## src/rtl/npd_pkg.sv

```systemverilog
`timescale 1ns/1ps
package npd_pkg;
  localparam int NIB_W  = 4;
  localparam int BYTE_W = 2 * NIB_W;

  typedef enum logic [1:0] {
    KIND_PRIMARY = 2'd0,
    KIND_PFX_POS = 2'd1,
    KIND_PFX_NEG = 2'd2,
    KIND_OPERATE = 2'd3
  } kind_e;

  function automatic logic kind_is_prefix(input kind_e k);
    return (k == KIND_PFX_POS) || (k == KIND_PFX_NEG);
  endfunction
endpackage

```

## src/rtl/npd_classify.sv

```systemverilog
`timescale 1ns/1ps
module npd_classify
  import npd_pkg::*;
#(
  parameter logic [NIB_W-1:0] CODE_PFX_POS = 4'h2,
  parameter logic [NIB_W-1:0] CODE_PFX_NEG = 4'h6,
  parameter logic [NIB_W-1:0] CODE_OPERATE = 4'hF
) (
  input  logic [BYTE_W-1:0] byte_i,
  output logic [NIB_W-1:0]  fn_o,
  output logic [NIB_W-1:0]  nib_o,
  output kind_e             kind_o
);
  assign fn_o  = byte_i[BYTE_W-1:NIB_W];
  assign nib_o = byte_i[NIB_W-1:0];

  always_comb begin
    if (fn_o == CODE_PFX_POS)      kind_o = KIND_PFX_POS;
    else if (fn_o == CODE_PFX_NEG) kind_o = KIND_PFX_NEG;
    else if (fn_o == CODE_OPERATE) kind_o = KIND_OPERATE;
    else                           kind_o = KIND_PRIMARY;
  end
endmodule

```

## src/rtl/npd_operand_acc.sv

```systemverilog
`timescale 1ns/1ps
module npd_operand_acc
  import npd_pkg::*;
#(
  parameter int OPND_W = 32
) (
  input  logic              clk,
  input  logic              rst_n,
  input  logic              take_i,
  input  kind_e             kind_i,
  input  logic [NIB_W-1:0]  nib_i,
  output logic [OPND_W-1:0] acc_o,
  output logic [OPND_W-1:0] merged_o
);
  localparam int PAD_W = OPND_W - NIB_W;

  function automatic logic [OPND_W-1:0] merge_nib(input logic [OPND_W-1:0] a,
                                                  input logic [NIB_W-1:0]  n);
    return a | {{PAD_W{1'b0}}, n};
  endfunction

  function automatic logic [OPND_W-1:0] shift_up(input logic [OPND_W-1:0] x);
    return x << NIB_W;
  endfunction

  logic [OPND_W-1:0] acc_q;
  logic [OPND_W-1:0] acc_d;

  assign merged_o = merge_nib(acc_q, nib_i);

  always_comb begin
    unique case (kind_i)
      KIND_PFX_POS: acc_d = shift_up(merged_o);
      KIND_PFX_NEG: acc_d = shift_up(~merged_o);
      default:      acc_d = '0;
    endcase
  end

  always_ff @(posedge clk) begin
    if (!rst_n)      acc_q <= '0;
    else if (take_i) acc_q <= acc_d;
  end

  assign acc_o = acc_q;
endmodule

```

## src/rtl/npd_issue.sv

```systemverilog
`timescale 1ns/1ps
module npd_issue
  import npd_pkg::*;
#(
  parameter int OPND_W = 32
) (
  input  logic              clk,
  input  logic              rst_n,
  input  logic              fire_i,
  input  kind_e             kind_i,
  input  logic [NIB_W-1:0]  fn_i,
  input  logic [OPND_W-1:0] value_i,
  output logic              valid_o,
  output logic              secondary_o,
  output logic [NIB_W-1:0]  fn_o,
  output logic [OPND_W-1:0] operand_o
);
  always_ff @(posedge clk) begin
    if (!rst_n) begin
      valid_o     <= 1'b0;
      secondary_o <= 1'b0;
      fn_o        <= '0;
      operand_o   <= '0;
    end else begin
      valid_o <= fire_i;
      if (fire_i) begin
        secondary_o <= (kind_i == KIND_OPERATE);
        fn_o        <= fn_i;
        operand_o   <= value_i;
      end
    end
  end
endmodule

```

## src/rtl/nibble_prefix_decoder.sv

```systemverilog
`timescale 1ns/1ps
module nibble_prefix_decoder
  import npd_pkg::*;
#(
  parameter int OPND_W = 32,
  parameter logic [NIB_W-1:0] CODE_PFX_POS = 4'h2,
  parameter logic [NIB_W-1:0] CODE_PFX_NEG = 4'h6,
  parameter logic [NIB_W-1:0] CODE_OPERATE = 4'hF
) (
  input  logic              clk,
  input  logic              rst_n,
  input  logic              in_valid,
  input  logic [7:0]        in_byte,
  output logic              out_valid,
  output logic              out_secondary,
  output logic [3:0]        out_fn,
  output logic [OPND_W-1:0] out_operand
);
  logic [NIB_W-1:0]  fn;
  logic [NIB_W-1:0]  nib;
  kind_e             kind;
  logic [OPND_W-1:0] acc_q;
  logic [OPND_W-1:0] merged;
  logic              ev_prefix;
  logic              ev_complete;

  npd_classify #(
    .CODE_PFX_POS(CODE_PFX_POS),
    .CODE_PFX_NEG(CODE_PFX_NEG),
    .CODE_OPERATE(CODE_OPERATE)
  ) i_classify (
    .byte_i(in_byte),
    .fn_o  (fn),
    .nib_o (nib),
    .kind_o(kind)
  );

  assign ev_prefix   = in_valid &&  kind_is_prefix(kind);
  assign ev_complete = in_valid && !kind_is_prefix(kind);

  npd_operand_acc #(.OPND_W(OPND_W)) i_acc (
    .clk     (clk),
    .rst_n   (rst_n),
    .take_i  (in_valid),
    .kind_i  (kind),
    .nib_i   (nib),
    .acc_o   (acc_q),
    .merged_o(merged)
  );

  npd_issue #(.OPND_W(OPND_W)) i_issue (
    .clk        (clk),
    .rst_n      (rst_n),
    .fire_i     (ev_complete),
    .kind_i     (kind),
    .fn_i       (fn),
    .value_i    (merged),
    .valid_o    (out_valid),
    .secondary_o(out_secondary),
    .fn_o       (out_fn),
    .operand_o  (out_operand)
  );
endmodule

```

## config.mk

```make
export PLATFORM = sky130hd
export DESIGN_NAME = nibble_prefix_decoder
export DESIGN_NICKNAME = d
export VERILOG_FILES = /design/src/rtl/npd_pkg.sv /design/src/rtl/npd_classify.sv /design/src/rtl/npd_operand_acc.sv /design/src/rtl/npd_issue.sv /design/src/rtl/nibble_prefix_decoder.sv
export SDC_FILE = /design/constraint.sdc
export NUM_CORES = 1
export LEC_CHECK = 0
export ABC_AREA = 1
export BUFFER_PORTS_ARGS = -buffer_cell sky130_fd_sc_hd__buf_2
export CORE_MARGIN = 1
export CORE_UTILIZATION = 50
export CTS_BUF_LIST = sky130_fd_sc_hd__clkbuf_8
export DETAILED_ROUTE_END_ITERATION = 16
export PLACE_DENSITY = 0.84
export SLEW_MARGIN = 20
export SYNTH_ARGS = -nofsm -noshare
export SYNTH_HDL_FRONTEND = slang
export SYNTH_SLANG_ARGS = --single-unit
```

## constraint.sdc

```tcl
create_clock -name clk -period 1.95 [get_ports clk]
set_input_delay 0.4875 -clock clk [delete_from_list [all_inputs] [get_ports clk]]
set_output_delay 0.4875 -clock clk [all_outputs]
set_load 0.02 [all_outputs]
```

=== Word level (Yosys, flattened, before mapping) ===
Cells that the tools add are included.

* Output and inout port bits: 38
* Word-level logic and storage cells: 20
* Bits in registers: 70

* Reductions and logical operators: 3
* Muxes and demuxes: 4
* Equal/unequal tests: 6
* Bitwise logic cells: 2

{| class="wikitable"
|+ Operators by type and width
! operator !! count
|-
| 32-bit one-hot mux with 2 select lines || 1
|-
| 32-bit by 4-bit bitwise OR with 32-bit output || 1
|-
| 28-bit inverter || 1
|-
| 2-bit two-way mux || 3
|-
| 2-bit == test, second input constant || 2
|-
| 4-bit by 2-bit == test with 1-bit output, second input constant || 1
|-
| 4-bit by 3-bit == test with 1-bit output, second input constant || 1
|-
| 4-bit == test, second input constant || 1
|-
| 2-bit by 1-bit == test with 1-bit output, second input constant || 1
|-
| 1-bit logical AND || 1
|-
| 1-bit logical NOT || 1
|-
| 1-bit logical OR || 1
|}

=== Depth between registers and ports, before layout ===
Gate-level depths: netlist (run 1).

* Depth after elaboration: 8
* Mapped depth: 12
* Mapped depth without buffers: 10

=== Hierarchy ===
A second synthesis (run 1) with hierarchy kept.

* Cells, all modules: 479
* Area total of the unflattened synthesis: 3372.0 um^2

{| class="wikitable"
|+ By module, submodules not included
! module !! area an instance (um^2) !! cells an instance !! instances
|-
| npd_operand_acc || 1883.1 || 287 || 1
|-
| npd_issue || 1357.6 || 165 || 1
|-
| npd_classify || 112.6 || 22 || 1
|-
| nibble_prefix_decoder || 18.8 || 5 || 1
|}

=== Worst setup path before layout (run 1) ===
Ideal clock, no wire load.

* Path type: input -> register
* Start: input in_byte[5]
* End: register i_issue.operand_o[26]
* Library setup time: 113 ps
* Path slack: 88 ps
* Data arrival time: 1749 ps
* Stages on the path: 12
* Cell sequence: inv_1 > nor2_2 > buf_2 > nand2_1 > nand2_1 > inv_1 > ha_1 > nand2_1 > buf_2 > buf_4 > o21ai_1 > nor2_1

* Longest elaborated chain between the ends: 8
* Elaborated cells between the ends (all ways): 11

{| class="wikitable"
|+ RTL lines
! element !! RTL line !! RTL
|-
| from (decl) || nibble_prefix_decoder.sv:13 || <nowiki>input logic [7:0] in_byte,</nowiki>
|-
| 4-bit == test || npd_classify.sv:20 || <nowiki>else if (fn_o == CODE_OPERATE) kind_o = KIND_OPERATE;</nowiki>
|-
| 2-bit two-way mux || npd_classify.sv:20 ||
|-
| 2-bit two-way mux || npd_classify.sv:19 || <nowiki>else if (fn_o == CODE_PFX_NEG) kind_o = KIND_PFX_NEG;</nowiki>
|-
| 2-bit two-way mux (*) || npd_classify.sv:18 || <nowiki>if (fn_o == CODE_PFX_POS) kind_o = KIND_PFX_POS;</nowiki>
|-
| 2-bit by 1-bit == test with 1-bit output or 2-bit == test (tied branches) || npd_pkg.sv:14 || <nowiki>return (k == KIND_PFX_POS) || (k == KIND_PFX_NEG);</nowiki>
|-
| 1-bit logical OR (*) || npd_pkg.sv:14 ||
|-
| 1-bit logical NOT (*) || nibble_prefix_decoder.sv:39 || <nowiki>assign ev_complete = in_valid && !kind_is_prefix(kind);</nowiki>
|-
| 1-bit logical AND (*) || nibble_prefix_decoder.sv:39 ||
|-
| to (signal assigned) || npd_issue.sv:29 || <nowiki>operand_o <= value_i;</nowiki>
|-
| to (decl) || npd_issue.sv:16 || <nowiki>output logic [OPND_W-1:0] operand_o</nowiki>
|}

Every way passes the cells marked *; elsewhere a longest branch is shown, timed or not.
A chain may end at the register's enable or synchronous reset.

=== Worst setup path in the final report (run 1) ===
* Start: input in_byte[5]
* End: register i_issue.fn_o[3]

* Longest elaborated chain between the ends: 8
* Elaborated cells between the ends (all ways): 11

{| class="wikitable"
|+ RTL lines
! element !! RTL line !! RTL
|-
| 4-bit == test || npd_classify.sv:20 ||
|-
| 2-bit two-way mux || npd_classify.sv:20 ||
|-
| 2-bit two-way mux || npd_classify.sv:19 ||
|-
| 2-bit two-way mux (*) || npd_classify.sv:18 ||
|-
| 2-bit by 1-bit == test with 1-bit output or 2-bit == test (tied branches) || npd_pkg.sv:14 ||
|-
| 1-bit logical OR (*) || npd_pkg.sv:14 ||
|-
| 1-bit logical NOT (*) || nibble_prefix_decoder.sv:39 ||
|-
| 1-bit logical AND (*) || nibble_prefix_decoder.sv:39 ||
|-
| to (signal assigned) || npd_issue.sv:28 || <nowiki>fn_o <= fn_i;</nowiki>
|-
| to (decl) || npd_issue.sv:15 || <nowiki>output logic [NIB_W-1:0] fn_o,</nowiki>
|}

Marks and branches as above.

==> results of run 1 <==
## metal layers
metal / GRT usage / vias up
met5: 0 / -
met4: 0.111 / 0
met3: 0.0661 / 10
met2: 0.342 / 70
met1: 0.298 / 1105
li1: - / 1269
## registers in the layout, summed over array words and instances, names as in the netlist
register / cells
i_issue.operand_o: 32
i_acc.acc_o: 28
i_issue.fn_o: 4
i_issue.secondary_o: 1
i_issue.valid_o: 1
## area by class of cell
type | count | area [µm²]
clock buffer | 10 | 138
clock inverter | 6 | 26.3
fill | 490 | 2050
inverter | 33 | 126
multi-input combinational | 234 | 1090
sequential | 66 | 1320
tap | 70 | 87.6
timing repair buffer | 56 | 325
## metrics by stage
stage | setup WS (ns) | utilization
5_1_grt | 0.0555 | 0.603
2_1_floorplan | 0.0878 | -
3_5_place_dp | -0.126 | 0.571
6_report | 0.233 | 0.603
3_3_place_gp | -0.0136 | 0.571
4_1_cts | 0.227 | 0.603
## logic make-up after synthesis
logic type	count (synthesis)	share of synthesized area
fa+ha+maj	2	0.00925
buf+inv	61	0.107
simple gates	111	0.171
flops	66	0.489
compound gates	121	0.224
## worst max-delay path, delay by kind of cell
family        cells  cell delay [ns]
buf+inv           4             0.65
simple gates      6             0.56
fa+ha+maj         1             0.26
## power groups by stage
stage	Combinational (µW)	Clock, µW	Sequential [µW]
3_5_place_dp	468	0	1540
6_report	467	966	1510
3_3_place_gp	457	0	1540
2_1_floorplan	255	0	1620
5_1_grt	530	1050	1530
4_1_cts	471	984	1510
## cell usage in the layout, fill, tap and decap left out, drive strengths merged
cell type	instances
a21oi	56
buf	56
clkbuf	10
clkinv	3
dfxtp	66
ha	2
inv	36
nand2	4
nand3	28
nand3b	1
nand4	1
nor2	77
o21ai	65
## worst min-delay path by stage
stage	startpoint	endpoint	depth (start not counted)
floorplan	i_acc.acc_o[29]$_SDFFE_PN0P_	i_issue.operand_o[29]$_SDFFE_PN0P_	2
global placement	i_issue.operand_o[0]$_SDFFE_PN0P_	i_issue.operand_o[0]$_SDFFE_PN0P_	2
detailed placement	i_issue.operand_o[29]$_SDFFE_PN0P_	i_issue.operand_o[29]$_SDFFE_PN0P_	2
CTS	in_byte[3]	i_issue.operand_o[3]$_SDFFE_PN0P_	3
global route	in_byte[2]	i_issue.operand_o[2]$_SDFFE_PN0P_	3
finish	in_byte[3]	i_issue.operand_o[3]$_SDFFE_PN0P_	3
==> metrics.md, run 1 <==
| Metric | Value |
|---|---|
| Antenna violations before repair | 0 |
| Share of cells above drive strength 1 | 0.180 |
| Cell taking the most area after synthesis | dfxtp_1 |
| WL/cell | 12.2 µm |
| Final Cell Area | 3120 µm² |
| Net count, final | 413 |
| Routed wl met2 | around 2600 µm |
| Final Cycle Share | 0.881 |
| Setup tns final | 0 ns |
| Gr usage total | 0.227 |
| Status | complete, no violations |
| Clock buffer count from CTS | 9 |
| Syn Nets | 374 |
| Maxcap violations | 0 |
| Top cell by count, worst path | nand2_1 |
| DP Wirelength | about 3500 µm |
| Worst EP arrival | 1.99 ns |
| RSZ-0062 raised after global routing | no |
| Post-synth EDFFs | 0 |
| Cells after DPL | 459 |
| RR Endpoint | i_acc.acc_o[13]$_SDFFE_PN0P_ |
| Hold slack final | 0.410 ns |
| Area contributors post-synth | dfxtp_1 (49%), nor2_1 (10%), a21oi_1 (10%), o21ai_0 (6.7%), o21ai_1 (5.4%) |
| Cts repair resizes | 0 |
| Hold Crit Class | input pin to flip-flop |
| Most frequent cell after synthesis | nor2_1 |
| First-pass GRT wire length | 9540 µm |
| Clk sinks | 66 |
| H-tree depth | 3 |
| Diodes inserted | 0 |
| Final setup viols | 0 |
| Average size of a mapped cell | 7.49 µm² |
| DRT met1 WL | 2660 µm |
| Clk slew on worst S/H paths | 0.07 ns |
| Final hold vios | 0 |
| Sequential share of the synthesized area | 0.489 |
| Reg2Reg Setup Slack | 1.17 ns |
| Critical Path Max Stage Delay | 0.46 ns |
| Layout area overhead | 15.3% |
| I/O Buffers | 48 |
| Detail Route Antenna Nets | 0 |
| Placed Area | around 3000 µm² |
| Post-synth ARST share | 0 |
| Synthesized cell area | about 2700 µm² |
| #FFs+latches synth | 66 |
| Fin. max-slew vios | 0 |
| Final min period | approximately 1.7 ns |
| Vias per inst | slightly above 5 |
| Setup Crit Path Kind | input pin to flip-flop |
| R2R Path Start | i_acc.acc_o[9]$_SDFFE_PN0P_ |
| Met3 WL | 375 µm |
| Core box area | 5170 µm² |
| Warnings, synthesis | 0 |
| CP max stage cell | inv_2 |
| Worst-path cell chain | buf_2 -> inv_1 -> nor2_2 -> nand2_1 -> nand2_1 -> inv_1 -> ha_1 -> nand2_1 -> inv_2 -> nor2_1 -> nor2_1 |
| Worst VDD drop | 462 µV |
| Post-CTS Setup Bufs | 0 |
| Critical path launch point | in_byte[5] |
| Total power | 2950 µW |
| Synth Flop Type | dfxtp_1 |
| Worst Setup Start Kind | input pin |
| Switching Power | 860 µW |
| Clock buffer depth | 2 |
| CP endpoint | i_issue.fn_o[3]$_SDFFE_PN0P_ |
| Ports | 49 |
| Hold buffers post-CTS | 0 |
| CP Max Fanout | 37 |
| Slew HR | 0.583 |
| Logic pwr share | 0.158 |
| Via count | 2,454 |
| Top sig layer | met4 |
| Reg2Reg Depth | 3 |
| Number of global-route vias before repair | 2,085 |
| Leak | 0.00137 µW |
| Routability cong. | 0.745 |
| DRC | 0 |
| Max Fclk | 582 MHz |
| FP Rows | 26 |
| Seq pwr share | 0.513 |
| Synth cell types | 18 |
| Die Span Y | 75.5 µm |
| Sw Ratio | 0.292 |
| Routed Wire Length | a little under 6000 µm |
| Post-synth top area share | 0.489 |
| Die area | 5710 µm² |
| Skew-Pair Late Insertion Delay | 0.34 ns |
| Clock network power share | 0.328 |
| Pwr Density | 945 nW/µm² |
| TritonCTS clock tree | yes |
| Clock root buffer | clkbuf_8 |
| Internal power | 2090 µW |
| Die width | 75.5 µm |
| Worst-Margin Slew | 0.625 ns |
| Critical path data required time | between 2 and 2.5 ns |
| Drt pass-1 iters | 4 |
| Initial Util | 0.523 |
| Largest net degree at the start of global routing | 42 |
| Setup crit end kind | flip-flop |
| Commonest cells in the netlist | nor2_1 (75), dfxtp_1 (66), a21oi_1 (56), o21ai_0 (36), inv_1 (31) |
| Post-Syn Instances | roughly 360 |
| Total grt overflow | 0 |
| Post-Route Skew | 0.00777 ns |
| Fin cells | roughly 480 |
| DR iter-0 viols | 301 |
Note: power is estimated with default switching activity, not from simulation.
==> run 2: changes to the inputs <==
Settings changed: CORE_UTILIZATION 50 to 52, PLACE_DENSITY 0.84 to 0.86.
==> run 2 against run 1 <==
Non-clock buffer count is 2 higher; critical path depth stayed put; sequential cell count is the same; worst hold slack better by 0.023 ns; setup slack better by 0.055 ns; clock-buffer cell count unchanged; total power shrank 0.48%; clock power decreased by 1%; design area about the same; maximum frequency rose by 3.3%; critical endpoint is now i_issue.operand_o[19]$_SDFFE_PN0P_; largest power group unchanged; highest routed layer unchanged.
==> metrics.md, run 2 (synthesis gave the netlist of run 1 again) <==
| Metric | Value |
|---|---|
| CP Max Fanout | 27 (-27%) |
| Hold Startpoint | in_byte[2] |
| Detail Route Antenna Nets | 0 (unchanged) |
| Hold Crit Depth | 3 (unchanged) |
| Fillers | 421 (-14%) |
| WL/cell | 12.1 µm (-0.31%) |
| DR iter-0 viols | 214 (-29%) |
| Logic pwr share | 0.158 (about the same) |
| Final Cycle Share | 0.852 (-0.0283) |
| Hold endpoint | i_issue.operand_o[2]$_SDFFE_PN0P_ |
| Number of global-route vias before repair | 2,169 (+4.0%) |
| RR Endpoint | i_acc.acc_o[21]$_SDFFE_PN0P_ |
| Clock buffer depth | 2 (unchanged) |
| Switching Power | 849 µW (-1.3%) |
| CP delay by family, top | buffers and inverters |
| Worst EP arrival | 1.93 ns (-0.06 ns) |
| Largest Register | i_issue.operand_o |
| Maxcap violations | 0 (unchanged) |
| Leak | 0.00137 µW (+0.42%) |
| Critical Path Max Stage Delay | 0.31 ns (-0.15 ns) |
| Max Fclk | 602 MHz (+3.3%) |
| DP Wirelength | 3560 µm (+0.80%) |
| Total grt overflow | 0 (unchanged) |
| Fin. max-slew vios | 0 (unchanged) |
| Status | complete, no violations |
| Vias per inst | 5.23 (+1.3%) |
| Setup Crit Path Kind | input pin to flip-flop |
| Diodes inserted | 0 (unchanged) |
| Cells after DPL | 458 (-0.22%) |
| Die Span Y | 74.1 µm (-1.9%) |
| Worst-Margin Slew | 0.362 ns (-0.263 ns) |
| Final min period | 1.66 ns (-0.0552 ns) |
| Routability cong. | 0.762 (+2.2%) |
| Skew-Pair Late Insertion Delay | 0.33 ns (about the same) |
| Clk slew on worst S/H paths | 0.07 ns (about the same) |
| Net count, final | 415 (+0.48%) |
| Initial Util | 0.558 (+0.0349) |
| Multi-input logic area | 1090 µm² (unchanged) |
| Setup crit end kind | flip-flop |
| Ports | 49 (unchanged) |
| CP max stage cell | buf_4 |
| Internal power | 2080 µW (-0.14%) |
| Clk sinks | 66 (unchanged) |
| I/O Buffers | 48 (unchanged) |
| Hold Crit Class | input pin to flip-flop |
| Worst VDD drop | 425 µV (-8.0%) |
| Buffers and inverters on the worst path | 4 (unchanged) |
| Antenna violations before repair | 0 (unchanged) |
| Most frequent cells in the layout | nor2_1 (75), dfxtp_1 (66), a21oi_1 (56), buf_2 (48), o21ai_0 (36) |
| Worst-path cell chain | buf_2 -> inv_1 -> nor2_2 -> nand2_1 -> nand2_1 -> inv_1 -> ha_1 -> nand2_1 -> buf_4 -> o21ai_0 -> nor2_1 |
| RSZ-0062 raised after global routing | no |
| TritonCTS clock tree | yes |
| Slew HR | 0.759 (+0.176) |
| Area occupied by registers | 1320 µm² (unchanged) |
| Clock root buffer | clkbuf_8 |
| Place WS | -0.156 ns (-0.0302 ns) |
| First-pass GRT wire length | 9660 µm (+1.2%) |
| Via count | 2,481 (+1.1%) |
| Final hold vios | 0 (unchanged) |
| Clock network power share | 0.326 (-0.002) |
| Share of cells above drive strength 1 | 0.184 (+0.00403) |
| Drt pass-1 iters | 4 (unchanged) |
| Commonest non-fill, non-tap cell in the layout | nor2_1 |
| DRC | 0 (unchanged) |
| Clock buffer count from CTS | 9 (unchanged) |
| Routed Wire Length | 5760 µm (-0.52%) |
| Critical path data required time | 2.22 ns (about the same) |
| Largest net degree at the start of global routing | 46 (+9.5%) |
| Post-route setup slack | 0.288 ns (+0.0552 ns) |
| FP Rows | 25 (-3.8%) |
| Die width | 74.1 µm (-1.9%) |
| Seq pwr share | 0.516 (+0.003) |
| Top cell by count, worst path | nand2_1 |
| Reg2Reg Setup Slack | 1.18 ns (about the same) |
| H-tree depth | 3 (unchanged) |
| R2R Path Start | i_acc.acc_o[17]$_SDFFE_PN0P_ |
| Final setup viols | 0 (unchanged) |
| Pwr Density | 940 nW/µm² (-0.52%) |
| Fin cells | 474 (-0.21%) |
| Max reg flops | 32 (unchanged) |
| Layout area overhead | 15.4% (about the same) |
| Gr usage total | 0.231 (+0.00414) |
| Post-Route Skew | 0.00476 ns (-0.00301 ns) |
| Core box area | 4850 µm² (-6.3%) |
| Worst Setup Start Kind | input pin |
| Sw Ratio | 0.290 (-0.00242) |
| Die area | 5490 µm² (-3.7%) |
| Reg2Reg Depth | 3 (unchanged) |
## run 2: cell types whose count changed in the layout (fill, tap and decap cells not counted), sizes merged
| cell | delta |
|---|---|
| buf | +2 |
## run 2: timing repair
item | CTS | global route
setup endpoints to repair | 0 | 2
hold buffers | 0 | 0
gates resized for setup | 0 | 2
buffers inserted | 0 | 0
## run 2: routing by layer
metal / up-vias / wire length (µm) / global-route usage
li1: 1271 / - / -
met1: 1122 / 2670 / 0.292
met2: 84 / 2660 / 0.371
met3: 4 / 375 / 0.0610
met4: 0 / 51 / 0.105
met5: - / 0 / 0
## run 2: worst max path at each step
| stage | startpoint | end | slack [ns] | cells after the start |
|---|---|---|---|---|
| 2_1_floorplan | in_byte[5] | i_issue.operand_o[26]$_SDFFE_PN0P_ | 0.09 | 12 |
| 3_3_place_gp | in_byte[4] | i_issue.operand_o[28]$_SDFFE_PN0P_ | -0.04 | 10 |
| 3_5_place_dp | in_byte[5] | i_issue.operand_o[0]$_SDFFE_PN0P_ | -0.16 | 11 |
| 4_1_cts | in_byte[5] | i_issue.operand_o[0]$_SDFFE_PN0P_ | 0.19 | 11 |
| 5_1_grt | in_byte[5] | i_issue.operand_o[23]$_SDFFE_PN0P_ | 0.12 | 11 |
| 6_report | in_byte[5] | i_issue.operand_o[19]$_SDFFE_PN0P_ | 0.29 | 11 |
## run 2: worst min-delay path: cells and delay by family
kind                   cells  cell delay, ns
AO/OA/AOI/OAI              1            0.07
buffers and inverters      1            0.10
AND/OR/NAND/NOR            1            0.07
## run 2: through the flow
stage	instance area [µm²]	hold WS (ns)	utilization	setup TNS [ns]	power, µW
5_1_grt	3120	0.431	0.643	0	3090
3_3_place_gp	2950	0.457	0.609	-1.25	1990
3_5_place_dp	2950	0.467	0.609	-3.18	2010
6_report	3120	0.434	0.643	0	2930
2_1_floorplan	2700	0.457	-	0	1870
4_1_cts	3120	0.421	0.643	0	2960
## run 2: power by group through the flow
| stage | combinational [µW] | sequential (µW) | clock, µW |
|---|---|---|---|
| after floorplan | 255 | 1620 | 0 |
| after global placement | 452 | 1540 | 0 |
| after detailed placement | 465 | 1540 | 0 |
| after CTS | 466 | 1510 | 978 |
| after global routing | 523 | 1530 | 1040 |
| final | 464 | 1510 | 955 |
## run 2: area by class of cell
type                            count  share of cell area
Clock buffer                       10              0.0441
Clock inverter                      6             0.00842
Inverter                           33              0.0413
Multi-Input combinational cell    234               0.351
Sequential cell                    66               0.424
Tap cell                           67              0.0269
Timing Repair Buffer               58               0.105
==> run 3: changes to the inputs <==
==> constraint.sdc (replaced) <==
create_clock -name clk -period 1.95 [get_ports clk]
set_input_delay 0.195 -clock clk [delete_from_list [all_inputs] [get_ports clk]]
set_output_delay 0.195 -clock clk [all_outputs]
set_load 0.02 [all_outputs]
==> run 3 against run 2 <==
Design area decreased by 2.0%; clock skew decreased by 0.0012 ns; clock-buffer cell count unchanged; critical path depth decreased by 3; first-iteration DRC count decreased by 25%; setup slack improved by 0.11 ns; die area unchanged; register-to-register slack got worse by 0.03 ns; total power decreased by 0.99%; sequential cell count unchanged.
==> metrics.md, run 3 (synthesis gave the netlist of run 1 again) <==
| Metric | Value |
|---|---|
| Status | complete, no violations |
| Fillers | 417 (-0.95%) |
| Clk sinks | 66 (unchanged) |
| Worst EP arrival | 1.83 ns (-0.10 ns) |
| Cts repair resizes | 0 (unchanged) |
| Detail Route Antenna Nets | 0 (unchanged) |
| Hold Crit Depth | 3 (unchanged) |
| Share of cells above drive strength 1 | 0.173 (-0.0113) |
| Max reg flops | 32 (unchanged) |
| Hold buffers post-CTS | 0 (unchanged) |
| WL/cell | 12.5 µm (+2.6%) |
| Setup tns final | 0 ns (unchanged) |
| Most frequent cells in the layout | nor2_1 (75), dfxtp_1 (66), a21oi_1 (56), buf_2 (48), o21ai_0 (36) |
| Hold endpoint | i_issue.operand_o[2]$_SDFFE_PN0P_ |
| Clk slew on worst S/H paths | 0.06 ns (about the same) |
| Initial Util | 0.558 (unchanged) |
| CP Max Fanout | 28 (+3.7%) |
| Largest Register | i_issue.operand_o |
| Layout area overhead | 13.0% |
| Drt pass-1 iters | 4 (unchanged) |
| Worst VDD drop | 444 µV (+4.5%) |
| Fin cells | 466 (-1.7%) |
| DP Wirelength | 3510 µm (-1.4%) |
| Hold Startpoint | in_byte[2] |
| Routed Wire Length | 5810 µm (+0.89%) |
| Via count | 2,467 (-0.56%) |
| Final Cycle Share | 0.795 (-0.0576) |
| RR Endpoint | i_acc.acc_o[19]$_SDFFE_PN0P_ |
| Setup crit end kind | flip-flop |
| Vias per inst | 5.29 (+1.1%) |
| Net count, final | 411 (-0.96%) |
| Final min period | 1.55 ns (-0.112 ns) |
| Total grt overflow | 0 (unchanged) |
| Post-Route Skew | 0.00353 ns (-0.00123 ns) |
| RSZ-0062 raised after global routing | no |
| Number of global-route vias before repair | 2,287 (+5.4%) |
| Routability cong. | 0.757 (-0.59%) |
| TritonCTS clock tree | yes |
| Max Fclk | 645 MHz (+7.2%) |
| Diodes inserted | 0 (unchanged) |
| Worst Setup Start Kind | input pin |
| Pwr Density | 949 nW/µm² (+1.0%) |
| Reg2Reg Setup Slack | 1.15 ns (-0.03 ns) |
| Core box area | 4850 µm² (unchanged) |
| Hold slack final | 0.118 ns (-0.316 ns) |
| Antenna violations before repair | 0 (unchanged) |
| DRC | 0 (unchanged) |
| Leak | 0.00133 µW (-3.2%) |
| Skew-Pair Late Insertion Delay | 0.34 ns (about the same) |
| Gr usage total | 0.240 (+0.00942) |
| Final hold vios | 0 (unchanged) |
| Worst-Margin Slew | 0.995 ns (+0.633 ns) |
| H-tree depth | 3 (unchanged) |
| DR iter-0 viols | 160 (-25%) |
| Reg2Reg Depth | 3 (unchanged) |
| I/O Buffers | 48 (unchanged) |
| Ports | 49 (unchanged) |
| Largest net degree at the start of global routing | 38 (-17%) |
| Slew HR | 0.337 (-0.422) |
| Setup Crit Path Kind | input pin to flip-flop |
| Clock buffer depth | 2 (unchanged) |
| Commonest non-fill, non-tap cell in the layout | nor2_1 |
| Final setup viols | 0 (unchanged) |
| First-pass GRT wire length | 9970 µm (+3.2%) |
| Die area | 5490 µm² (unchanged) |
| Hold Crit Class | input pin to flip-flop |
| Critical path data required time | 2.23 ns (about the same) |
| Clock buffer count from CTS | 9 (unchanged) |
| FP Rows | 25 (unchanged) |
| Post-CTS Setup Bufs | 0 (unchanged) |
| Die width | 74.1 µm (unchanged) |
| Cells after DPL | 454 (-0.87%) |
| Clock root buffer | clkbuf_8 |
| Maxcap violations | 0 (unchanged) |
| R2R Path Start | i_acc.acc_o[15]$_SDFFE_PN0P_ |
| Fin. max-slew vios | 0 (unchanged) |
| Die Span Y | 74.1 µm (unchanged) |
## run 3: cell types whose count changed in the layout (fill, tap and decap cells not counted), sizes merged
cell    before  now
clkinv       3    1
inv         36   34
buf         58   54
## run 3: critical path, stage by stage
cell      delay (ns)
buf_2           0.10
inv_1           0.05
nor2_2          0.12
nand3b_1        0.09
nand2_1         0.09
ha_1            0.82
a21oi_1         0.18
a21oi_1         0.17
## run 3: final cells by class
type,instances,area [µm²],share of cell area
inverters,33,126,0.0413
repair buffers,54,285,0.0933
well taps,67,83.8,0.0274
multi-input cells,234,1090,0.358
clock buffers,10,138,0.0450
flip-flops and latches,66,1320,0.432
clock inverters,2,8.76,0.00287
## run 3: worst max-delay path by stage
stage	startpoint	to	slack, ns	cells past startpoint
2_1_floorplan	in_byte[5]	i_issue.operand_o[26]$_SDFFE_PN0P_	0.38	12
3_3_place_gp	in_byte[4]	i_acc.acc_o[13]$_SDFFE_PN0P_	0.15	7
3_5_place_dp	in_byte[4]	i_acc.acc_o[7]$_SDFFE_PN0P_	0.08	7
4_1_cts	in_byte[4]	i_acc.acc_o[22]$_SDFFE_PN0P_	0.44	7
5_1_grt	in_byte[5]	i_acc.acc_o[19]$_SDFFE_PN0P_	0.17	8
6_report	in_byte[5]	i_acc.acc_o[19]$_SDFFE_PN0P_	0.40	8
## run 3: metal layers
metal / track usage / vias up / wire [µm]
met5: 0 / - / 0
li1: - / 1256 / -
met4: 0.111 / 0 / 99
met1: 0.301 / 1129 / 2740
met3: 0.0786 / 9 / 337
met2: 0.377 / 73 / 2630
## run 3: power breakdown
part           switching, µW  internal, µW
clock network            473           460
registers               62.7          1450
logic                    306           149
total                    841          2060
## run 3: metrics by stage
step,cell area (µm²),util,total power [µW],setup slack [ns]
after floorplan,2700,-,1870,0.380
after global placement,2910,0.600,1980,0.151
after detailed placement,2910,0.600,2000,0.0783
after CTS,3060,0.630,2920,0.444
after global routing,3060,0.630,3040,0.175
final,3060,0.630,2900,0.400
